$ cat src/rtl/cfg_regs_pkg.sv
package cfg_regs_pkg;

    localparam int BYTE_W = 8;
    localparam int CNT_W  = 3;

    typedef enum logic [2:0] {
        CMD_NONE   = 3'd0,
        CMD_WR_VOL = 3'd1,
        CMD_WR_NV  = 3'd2,
        CMD_RD_VOL = 3'd3,
        CMD_RD_NV  = 3'd4
    } cmd_class_e;

    typedef enum logic [2:0] {
        PH_IDLE,
        PH_ADDR,
        PH_DATA,
        PH_READ,
        PH_DONE
    } phase_e;

    typedef struct packed {
        phase_e              phase;
        logic [CNT_W-1:0]    left;
        logic                is_nv;
        logic                is_wr;
        logic                hi_nz;
        logic [BYTE_W-1:0]   lo;
        logic                wel_clr;
    } seq_state_t;

endpackage

$ cat src/rtl/cfg_cmd_seq.sv
module cfg_cmd_seq
    import cfg_regs_pkg::*;
#(
    parameter int NREGS = 8,
    localparam int IDX_W = $clog2(NREGS)
) (
    input  logic              clk,
    input  logic              rst_n,
    input  logic              cs_n,
    input  logic              cmd_valid,
    input  logic [2:0]        cmd_class,
    input  logic              addr4,
    input  logic              byte_valid,
    input  logic [BYTE_W-1:0] byte_in,
    input  logic              wel,
    output logic              wr_vol,
    output logic              wr_nv,
    output logic [IDX_W-1:0]  wr_idx,
    output logic [BYTE_W-1:0] wr_data,
    output logic              wel_clr,
    output logic              rd_active,
    output logic              rd_nv,
    output logic              rd_hit,
    output logic [IDX_W-1:0]  rd_idx
);

    localparam logic [BYTE_W-1:0] NREGS_B = BYTE_W'(NREGS);
    localparam logic [CNT_W-1:0]  LEN3    = CNT_W'(3);
    localparam logic [CNT_W-1:0]  LEN4    = CNT_W'(4);
    localparam logic [CNT_W-1:0]  ONE     = CNT_W'(1);

    seq_state_t q, d;
    logic       in_range;

    always_comb begin
        d        = q;
        d.wel_clr = 1'b0;
        wr_vol   = 1'b0;
        wr_nv    = 1'b0;
        in_range = !q.hi_nz && (q.lo < NREGS_B);
        if (cs_n) begin
            d.phase = PH_IDLE;
        end else begin
            case (q.phase)
                PH_IDLE: begin
                    if (cmd_valid) begin
                        d.lo    = '0;
                        d.hi_nz = 1'b0;
                        d.left  = addr4 ? LEN4 : LEN3;
                        case (cmd_class)
                            CMD_WR_VOL, CMD_WR_NV: begin
                                d.is_wr = 1'b1;
                                d.is_nv = (cmd_class == CMD_WR_NV);
                                d.phase = wel ? PH_ADDR : PH_DONE;
                            end
                            CMD_RD_VOL, CMD_RD_NV: begin
                                d.is_wr = 1'b0;
                                d.is_nv = (cmd_class == CMD_RD_NV);
                                d.phase = PH_ADDR;
                            end
                            default: d.phase = PH_DONE;
                        endcase
                    end
                end
                PH_ADDR: begin
                    if (byte_valid) begin
                        d.hi_nz = q.hi_nz | (q.lo != '0);
                        d.lo    = byte_in;
                        d.left  = q.left - ONE;
                        if (q.left == ONE) begin
                            d.phase = q.is_wr ? PH_DATA : PH_READ;
                        end
                    end
                end
                PH_DATA: begin
                    if (byte_valid) begin
                        wr_vol    = in_range && !q.is_nv;
                        wr_nv     = in_range && q.is_nv;
                        d.wel_clr = 1'b1;
                        d.phase   = PH_DONE;
                    end
                end
                default: d.phase = q.phase;
            endcase
        end
    end

    always_ff @(posedge clk or negedge rst_n) begin
        if (!rst_n) begin
            q <= '{phase: PH_IDLE, left: '0, is_nv: 1'b0, is_wr: 1'b0,
                   hi_nz: 1'b0, lo: '0, wel_clr: 1'b0};
        end else begin
            q <= d;
        end
    end

    assign wr_idx    = q.lo[IDX_W-1:0];
    assign wr_data   = byte_in;
    assign wel_clr   = q.wel_clr;
    assign rd_active = (q.phase == PH_READ);
    assign rd_nv     = q.is_nv;
    assign rd_hit    = (q.lo < NREGS_B);
    assign rd_idx    = q.lo[IDX_W-1:0];

endmodule

$ cat src/rtl/cfg_bank.sv
module cfg_bank #(
    parameter int NREGS = 8,
    parameter int W     = 8,
    parameter logic [NREGS*W-1:0] RST_VEC = '0,
    localparam int IDX_W = $clog2(NREGS)
) (
    input  logic               clk,
    input  logic               rst_n,
    input  logic               wr_en,
    input  logic [IDX_W-1:0]   wr_idx,
    input  logic [W-1:0]       wr_data,
    output logic [NREGS*W-1:0] regs
);

    logic [W-1:0] reg_q [NREGS];
    logic [W-1:0] reg_d [NREGS];

    for (genvar i = 0; i < NREGS; i++) begin : g_reg
        always_comb begin
            reg_d[i] = reg_q[i];
            if (wr_en && (wr_idx == IDX_W'(i))) begin
                reg_d[i] = wr_data;
            end
        end

        always_ff @(posedge clk or negedge rst_n) begin
            if (!rst_n) begin
                reg_q[i] <= RST_VEC[i*W +: W];
            end else begin
                reg_q[i] <= reg_d[i];
            end
        end

        assign regs[i*W +: W] = reg_q[i];
    end

endmodule

$ cat src/rtl/cfg_mode.sv
module cfg_mode #(
    parameter int NREGS = 8,
    parameter int W     = 8,
    parameter int OCT_BIT = 5,
    parameter logic [W-1:0] RST_B0 = 8'hE7,
    parameter logic [W-1:0] DUMMY_DFLT = 8'd8,
    localparam int IDX_W = $clog2(NREGS)
) (
    input  logic             clk,
    input  logic             rst_n,
    input  logic             wr_vol,
    input  logic             wr_nv,
    input  logic [IDX_W-1:0] wr_idx,
    input  logic             wr_oct,
    input  logic [W-1:0]     vol_b1,
    output logic             octal_en,
    output logic [W-1:0]     dummy_cycles
);

    localparam logic [W-1:0] UNSET_LO = W'(4'hF);

    logic octal_d, octal_q;

    always_comb begin
        octal_d = octal_q;
        if ((wr_vol || wr_nv) && (wr_idx == '0)) begin
            octal_d = !wr_oct;
        end
    end

    always_ff @(posedge clk or negedge rst_n) begin
        if (!rst_n) begin
            octal_q <= !RST_B0[OCT_BIT];
        end else begin
            octal_q <= octal_d;
        end
    end

    assign octal_en = octal_q;

    always_comb begin
        if ((vol_b1 == '0) || (vol_b1 == UNSET_LO)) begin
            dummy_cycles = DUMMY_DFLT;
        end else begin
            dummy_cycles = vol_b1;
        end
    end

endmodule

$ cat src/rtl/flash_cfg_regs.sv
module flash_cfg_regs
    import cfg_regs_pkg::*;
#(
    parameter int NREGS   = 8,
    parameter int DW      = 8,
    parameter int OCT_BIT = 5,
    parameter logic [DW-1:0] RST_B0     = 8'hE7,
    parameter logic [DW-1:0] RST_B1     = 8'h1F,
    parameter logic [DW-1:0] RST_FILL   = 8'hFF,
    parameter logic [DW-1:0] DUMMY_DFLT = 8'd8
) (
    input  logic          clk,
    input  logic          rst_n,
    input  logic          cs_n,
    input  logic          cmd_valid,
    input  logic [2:0]    cmd_class,
    input  logic          addr4,
    input  logic          byte_valid,
    input  logic [DW-1:0] byte_in,
    input  logic          wel,
    output logic          wel_clr,
    output logic          rd_valid,
    output logic [DW-1:0] rd_data,
    output logic          octal_en,
    output logic [DW-1:0] dummy_cycles
);

    localparam int IDX_W = $clog2(NREGS);

    function automatic logic [NREGS*DW-1:0] build_rst();
        logic [NREGS*DW-1:0] v;
        for (int i = 0; i < NREGS; i++) begin
            if (i == 0)      v[i*DW +: DW] = RST_B0;
            else if (i == 1) v[i*DW +: DW] = RST_B1;
            else             v[i*DW +: DW] = RST_FILL;
        end
        return v;
    endfunction

    localparam logic [NREGS*DW-1:0] RST_VEC = build_rst();

    logic             s_wr_vol, s_wr_nv;
    logic [IDX_W-1:0] s_wr_idx, s_rd_idx;
    logic [DW-1:0]    s_wr_data;
    logic             s_rd_active, s_rd_nv, s_rd_hit;
    logic             s_wr_oct;
    logic [NREGS*DW-1:0] vol_flat, nv_flat;
    logic [DW-1:0]    sel_byte;

    cfg_cmd_seq #(.NREGS(NREGS)) u_seq (
        .clk       (clk),
        .rst_n     (rst_n),
        .cs_n      (cs_n),
        .cmd_valid (cmd_valid),
        .cmd_class (cmd_class),
        .addr4     (addr4),
        .byte_valid(byte_valid),
        .byte_in   (byte_in),
        .wel       (wel),
        .wr_vol    (s_wr_vol),
        .wr_nv     (s_wr_nv),
        .wr_idx    (s_wr_idx),
        .wr_data   (s_wr_data),
        .wel_clr   (wel_clr),
        .rd_active (s_rd_active),
        .rd_nv     (s_rd_nv),
        .rd_hit    (s_rd_hit),
        .rd_idx    (s_rd_idx)
    );

    cfg_bank #(.NREGS(NREGS), .W(DW), .RST_VEC(RST_VEC)) u_vol (
        .clk    (clk),
        .rst_n  (rst_n),
        .wr_en  (s_wr_vol),
        .wr_idx (s_wr_idx),
        .wr_data(s_wr_data),
        .regs   (vol_flat)
    );

    cfg_bank #(.NREGS(NREGS), .W(DW), .RST_VEC(RST_VEC)) u_nv (
        .clk    (clk),
        .rst_n  (rst_n),
        .wr_en  (s_wr_nv),
        .wr_idx (s_wr_idx),
        .wr_data(s_wr_data),
        .regs   (nv_flat)
    );

    assign s_wr_oct = s_wr_data[OCT_BIT];

    cfg_mode #(
        .NREGS     (NREGS),
        .W         (DW),
        .OCT_BIT   (OCT_BIT),
        .RST_B0    (RST_B0),
        .DUMMY_DFLT(DUMMY_DFLT)
    ) u_mode (
        .clk         (clk),
        .rst_n       (rst_n),
        .wr_vol      (s_wr_vol),
        .wr_nv       (s_wr_nv),
        .wr_idx      (s_wr_idx),
        .wr_oct      (s_wr_oct),
        .vol_b1      (vol_flat[DW +: DW]),
        .octal_en    (octal_en),
        .dummy_cycles(dummy_cycles)
    );

    always_comb begin
        sel_byte = s_rd_nv ? nv_flat[s_rd_idx*DW +: DW] : vol_flat[s_rd_idx*DW +: DW];
        rd_data  = (s_rd_active && s_rd_hit) ? sel_byte : '0;
    end

    assign rd_valid = s_rd_active;

endmodule

$ cat config.mk
export PLATFORM = sky130hd
export DESIGN_NAME = flash_cfg_regs
export DESIGN_NICKNAME = d
export VERILOG_FILES = /design/src/rtl/cfg_regs_pkg.sv /design/src/rtl/cfg_cmd_seq.sv /design/src/rtl/cfg_bank.sv /design/src/rtl/cfg_mode.sv /design/src/rtl/flash_cfg_regs.sv
export SDC_FILE = /design/constraint.sdc
export NUM_CORES = 1
export LEC_CHECK = 0
export BUFFER_PORTS_ARGS = -buffer_cell sky130_fd_sc_hd__buf_4
export CORE_MARGIN = 2
export CORE_UTILIZATION = 25
export DETAILED_ROUTE_END_ITERATION = 10
export SYNTH_ARGS = -nofsm -noshare
export SYNTH_HDL_FRONTEND = slang
export SYNTH_HIERARCHICAL = 1
export SYNTH_SLANG_ARGS = --single-unit
$ cat constraint.sdc
create_clock -name clk -period 3.4 [get_ports clk]
set_clock_uncertainty 0.05 [all_clocks]
set_input_delay 0.17 -clock clk [delete_from_list [all_inputs] [get_ports clk]]
set_output_delay 0.17 -clock clk [all_outputs]
set_load 0.005 [all_outputs]
==> results.md, run 1 <==
* Status: complete, no violations
* Clk slew on worst S/H paths at 0.06 ns
* Total gr overflow at 0
* I/O pin total at 37
* DRC at 0
* GP Congestion at ~0.8
* DRT Wirelength at about 17,000 um
* Synth-to-layout area growth at 17.72%
* Largest net degree at the start of global routing at between 100 and 150
* I/O Buffers at 36
* CP Launch Type: register
* Most common cell after layout, fill and taps aside: mux2_2
* Slew headroom at 0.2870
* ANT cells at 0
* CTS tree: yes
* Vias in the first global route at 4,513
* Required @ worst endpoint at about 3.2 ns
* Min Tclk post-route at roughly 3.1 ns
* Total power at roughly 4400 uW
* Count of different cell masters after synthesis at 57
* Unrepaired setup endpoints after global routing: false
* Htree depth at 4
* Clock Sinks at about 150
* Post-DP HPWL at roughly 12,000 um
* Synthesized Nets at just over 500
* Hold_buf cts at 4
* Cell Pwr Density at roughly 500 mW/mm2
* Die width at 175.4 um
* First-pass GRT wire length at between 20,000 and 30,000 um
* #FFs+latches synth at approximately 150
* Fmax at 327.4 MHz
* Starting Density at 0.2552
* Fraction of registers with async set/reset at 1.000
* Total global-route track usage at 0.1178
* Number of setup buffers added after CTS at 0
* Synth Instances at a little under 500
* Largest fanout on the critical path at 21
* Initial antenna violation count at 1
* Final setup violation count at 0
* Final core utilization at 0.3004
* DIE AREA at between 0.03 and 0.04 mm2
* Initial DRC count at between 300 and 400
* Max rail drop VDD at about 0.00034 V
* Row count at slightly above 60
* Most common flop cell mapped by yosys: dfstp_2
* Antenna-violating nets left at 0
* Ys Warns at 6
* Cts repair resizes at 0
* Commonest cells after routing, fill and taps aside: mux2_2 (128), dfstp_2 (118), buf_4 (54)
* Max_cap viols at 0
* Setup CP Type: register to primary output
* Final worst path period share at 0.8983
* Fin. Hold Viols at 0
* Synthesized area at around 0.0073 mm2
* # fillers at about 2,900
* EDFF count, synth at 0
* Syn Area/Cell at between 10 and 15 um2
* Worst-Margin Slew at ~1.1 ns
* Final #Nets at 550
* Inserted Clock Buffers at 17
* Core ar. at 0.02878 mm2
* Sequential-to-total area share from yosys stat at 0.5210
* Root buffer cell: clkbuf_16
* Share of cells above drive strength 1 at 0.6832
* Vias post-DR at between 4,000 and 5,000
* WL/cell at 18.77 um
* Leak pwr at between 0.003 and 0.004 uW
* Hold Path Class: input pin to register
* Max Transition Viols Final at 0
* CTS max path bufs at 2
* Via density at ~4.7
* Worst Path Arrival at roughly 2.8 ns
* Worst skew pair latency at 0.42 ns
* First-pass iteration count of the detailed router at 4
* Worst Setup End Kind: primary output
* Final TNS setup at 0 ns
* Die height at ~180 um
==> power by group <==
group          switching, uW  internal (uW)  leakage, uW  total [uW]
Combinational            224            194      0.00160         418
Clock                    767           1250     0.000309        2020
Sequential              82.4           1830      0.00161        1920
Total                   1070           3280      0.00352        4350
==> per-stage QoR <==
step	worst slack (ns)	instances	area [um2]	hold slack, ns
6_report	0.3459	927	8645	0.08274
2_1_floorplan	0.9563	496	7343	-0.1756
3_5_place_dp	0.7603	891	7960	0.3464
4_1_cts	0.2934	927	8645	0.07263
5_1_grt	0.2149	927	8645	0.08184
3_3_place_gp	0.7129	891	7960	0.3407
==> worst max-delay path: stages, from the launching register on <==
cell and delay (ns):
dfrtp_2 0.83, buf_4 0.37, mux4_1 0.59, and3_1 0.19, a221o_1 0.27, buf_4 0.14
==> Yosys cell counts, types with 2 or more instances <==
cell      count  area (um2)
buf_4        17       127.6
nor4bb_1      6       60.06
mux4_2       20       450.4
a22o_1       14       122.6
buf_2        16       80.08
a21oi_1       5       25.02
dfrtp_1      29       725.7
mux2i_1      16       160.2
o22ai_1       2       12.51
nand2_1      11       41.29
o21ba_2       2       20.02
a22oi_1       6       45.04
nor2b_1       2       12.51
nand4b_1      6       52.55
a221o_1       6       60.06
mux4_1        6       157.7
nor4_1        3       18.77
o21ai_0       5       25.02
nor2_1        7       26.28
and2_1        2       12.51
dfstp_2     118        3100
and3_1        9       56.30
nand4_1       4       25.02
buf_12        2       40.04
o311ai_0      2       17.52
inv_1         8       30.03
o221ai_1      2       17.52
buf_6         3       33.78
a21boi_0      3       22.52
a21o_1        2       15.01
clkbuf_1      5       18.77
nor4b_4       2       47.55
nor3_1        2       10.01
or3_1         2       12.51
ha_1          2       25.02
mux2_2      128        1441
==> area by class of cell <==
class | count | area [um2] | area share
clock buffer | 20 | 478.0 | 0.05529
clock inverter | 12 | 166.4 | 0.01925
inverter | 8 | 30.03 | 0.003474
multi-input combinational | 296 | 3184 | 0.3684
sequential | 147 | 3829 | 0.4429
tap | 384 | 480.5 | 0.05558
timing repair buffer | 60 | 476.7 | 0.05515
==> path summary, 6_finish.rpt <==
path	depth (start not counted)	to	slack, ns	startpoint
min in group asynchronous	2	u_seq/wel_clr	0.45	rst_n
setup / recovery	5	rd_data[7]	0.35	u_seq/rd_nv
setup reg to reg	7	u_vol/regs[15]	0.74	u_seq/q[15]
hold / removal	3	u_seq/rd_nv	0.08	cmd_class[0]
hold reg to reg	1	u_seq/q[5]	0.45	u_seq/q[5]
max in group asynchronous	3	u_vol/regs[59]	1.93	rst_n
==> layer usage <==
| layer | wire length, um | vias to the layer above | track usage |
|---|---|---|---|
| met5 | 0 | - | 0 |
| met4 | 101 | 0 | 0.02396 |
| met3 | 1033 | 8 | 0.03701 |
| met2 | 7807 | 85 | 0.1704 |
| met1 | 8460 | 2306 | 0.1720 |
| li1 | - | 1958 | - |
==> cell families after synthesis <==
logic type	after synthesis	share of synthesized area
flip-flops	147	0.5210
adder cells (fa/ha/maj)	2	0.003407
AO/OA/AOI/OAI	59	0.06424
buffers and inverters	53	0.04703
multiplexers	170	0.3009
AND/OR/NAND/NOR	65	0.06338
==> sequential cells by signal, summed over array words and instances (netlist names) <==
register,cells
u_seq/q,13
u_mode/octal_en,1
u_seq/rd_nv,1
u_vol/regs,64
u_seq/wel_clr,1
u_nv/regs,64
u_seq/rd_idx,3
Note: power is estimated with default switching activity, not from simulation.
==> run 2, diff against run 1 <==
- ABC_CLOCK_PERIOD_IN_PS: default -> 3400
- CORE_UTILIZATION: 25 -> 24
- RECOVER_POWER: default -> 50
==> run 2 against run 1 <==
Combinational power decreased by 4%; sequential power about the same; power decreased by 3.8%; maximum frequency increased by 0.46%; non-clock buffer count decreased by 4; core utilization decreased by 1.8 points; die area increased by 4.1%; largest power group is now sequential cells; the run now ends with max-capacitance violations, max-slew violations left; sequential share of layout area increased by 0.32 points.
==> results.md, run 2 (same netlist as run 1, synthesis figures left out) <==
* GP Congestion at 0.7403 (was 0.7970)
* Top delay family on crit path: flip-flops (unchanged)
* Setup CP Type: register to primary output (unchanged)
* Crit path cell chain: mux4_1, a22o_1, a221o_1, buf_4 (was buf_4, mux4_1, and3_1, a221o_1, buf_4)
* Total global-route track usage at 0.1160 (was 0.1178)
* Worst skew pair latency at 0.42 ns (about the same)
* Final TNS setup at 0 ns (unchanged)
* Synth-to-layout area growth at 16.89% (was 17.72%)
* Largest fanout on the critical path at 24 (was 21)
* I/O pin total at 37 (unchanged)
* Final worst-path setup slack at 0.3598 ns (was 0.3459 ns)
* Clk slew on worst S/H paths at 0.06 ns (about the same)
* Hold Path Class: input pin to register (unchanged)
* Inserted Clock Buffers at 17 (unchanged)
* Max Transition Viols Final at 89 (was 0)
* Antenna-violating nets left at 0 (unchanged)
* CTS tree: yes (unchanged)
* Worst Setup End Kind: primary output (unchanged)
* Root buffer cell: clkbuf_16 (unchanged)
* Switch Pwr at 1029 uW (was 1073 uW)
* Commonest cells after routing, fill and taps aside: mux2_2 (128), dfstp_2 (117), buf_4 (44) (was mux2_2 (128), dfstp_2 (118), buf_4 (54))
* Cts repair resizes at 0 (unchanged)
* DRT Wirelength at 17,580 um (was 17,400 um)
* Clock Sinks at 147 (unchanged)
* Via density at 4.711 (was 4.700)
* Hold_buf cts at 4 (unchanged)
* Htree depth at 4 (unchanged)
* CTS max path bufs at 2 (unchanged)
* Slew headroom at -0.4580 (was 0.2870)
* Met3 WL at 678 um (was 1033 um)
* Cell Pwr Density at 487.9 mW/mm2 (was 503.4 mW/mm2)
* Worst Path Arrival at 2.82 ns (was 2.83 ns)
* CP peak stage delay at 0.90 ns (was 0.83 ns)
* Required @ worst endpoint at 3.18 ns (about the same)
* Initial DRC count at 333 (was 377)
* CP Launch Type: register (unchanged)
* Power Internal at 3159 uW (was 3278 uW)
* DIE AREA at 0.03201 mm2 (was 0.03076 mm2)
* Min Tclk post-route at 3.040 ns (was 3.054 ns)
* Fmax at 328.9 MHz (was 327.4 MHz)
* Clock Power Share at 0.445 (was 0.464)
* Core ar. at 0.03035 mm2 (was 0.02878 mm2)
* Post-DP HPWL at 11,430 um (was 11,690 um)
* Fin. Hold Viols at 0 (unchanged)
* Met1 wire length at 8511 um (was 8460 um)
* Leak pwr at 0.003462 uW (was 0.003520 uW)
* DR top layer: met4 (unchanged)
* Buf/Inv on CP at 1 (was 2)
* Metal2 WL at 8202 um (was 7807 um)
* Starting Density at 0.2420 (was 0.2552)
* Most common cell after layout, fill and taps aside: mux2_2 (unchanged)
* Unrepaired setup endpoints after global routing: false (unchanged)
* WL/cell at 18.81 um (was 18.77 um)
* Initial antenna violation count at 0 (was 1)
* Combinational fraction of design power at 0.096 (about the same)
* Vias post-DR at 4,405 (was 4,357)
* Largest net degree at the start of global routing at 90 (was 117)
* Vias in the first global route at 4,395 (was 4,513)
* Final setup violation count at 0 (unchanged)
* Die width at 178.9 um (was 175.4 um)
* Failing checks: max-capacitance violations, max-slew violations
* Net Sw Frac at 0.2457 (was 0.2467)
* I/O Buffers at 36 (unchanged)
* First-pass iteration count of the detailed router at 4 (unchanged)
* Status: finished, violations left (was complete, no violations)
* First-pass GRT wire length at 27,180 um (was 27,410 um)
* Number of setup buffers added after CTS at 0 (unchanged)
* Seq pwr share at 0.459 (was 0.440)
* Max rail drop VDD at 0.0004157 V (was 0.0003373 V)
* Row count at 64 (was 62)
* Die height at 178.9 um (was 175.4 um)
* Final core utilization at 0.2828 (was 0.3004)
* Max_cap viols at 1 (was 0)
* Worst-Margin Slew at 2.187 ns (was 1.070 ns)
* Total gr overflow at 0 (unchanged)
* Final #Nets at 546 (was 550)
* Share of cells above drive strength 1 at 0.6735 (was 0.6832)
* DRC at 0 (unchanged)
* ANT cells at 0 (unchanged)
* Place WS at 0.5614 ns (was 0.7603 ns)
* Slowest-stage cell, CP: dfrtp_2 (unchanged)
* Final worst path period share at 0.8942 (was 0.8983)
## run 2: cell count changes in the layout (fill, tap and decap cells not counted), moves of 2 or more
cell      previous run  this run
buf_4               54        44
clkbuf_1             0         4
clkbuf_4             0         5
clkinv_2             0         2
clkinv_4             3         1
inv_6                4         0
nor4bb_1             4         1
nor4bb_2             2         5
## run 2: area by class of cell
| cell class | count | area [um2] |
|---|---|---|
| tap | 396 | 495.5 |
| sequential | 147 | 3829 |
| clock inverter | 8 | 101.3 |
| timing repair buffer | 56 | 452.9 |
| fill | 3020 | 21770 |
| multi-input combinational | 296 | 3193 |
| inverter | 8 | 30.03 |
| clock buffer | 24 | 481.7 |
## run 2: path summary, 6_finish.rpt
path | startpoint | to | slack [ns] | cells past startpoint
setup / recovery | u_seq/rd_nv | rd_data[1] | 0.36 | 4
hold / removal | cmd_class[0] | u_seq/q[10] | 0.08 | 3
setup reg to reg | u_seq/q[15] | u_vol/regs[42] | 0.53 | 6
hold reg to reg | u_seq/q[5] | u_seq/q[5] | 0.45 | 1
max in group asynchronous | rst_n | u_seq/rd_idx[1] | 0.96 | 2
min in group asynchronous | rst_n | u_nv/regs[4] | 0.92 | 2
## run 2: worst reg2reg max path, cell delays in order, from the launching register on
cell	delay [ns]
dfrtp_1	0.43
nand2b_1	0.20
or4b_4	0.51
nor4_1	0.29
buf_4	0.24
nand4b_1	0.56
mux2_2	0.51
## run 2: metrics by stage
stage	area, um2	hold WS (ns)	total power [uW]	cells
2_1_floorplan	7343	-0.1756	2217	496
3_3_place_gp	7976	0.2613	2350	899
3_5_place_dp	7976	0.2623	2356	899
4_1_cts	8600	0.06803	4239	935
5_1_grt	8583	0.08719	4358	935
6_report	8583	0.07613	4188	935
## run 2: power by group through the flow
stage	combinational (uW)	clock (uW)	sequential [uW]
floorplan	326	0	1890
global placement	403	0	1950
detailed placement	408	0	1950
CTS	413	1900	1920
global route	444	1980	1930
finish	401	1870	1920
## run 2: metal layers
layer,vias to the layer above,track usage
met2,82,0.1723
met4,0,0.03252
met1,2369,0.1693
met5,-,0
li1,1944,-
met3,10,0.02439
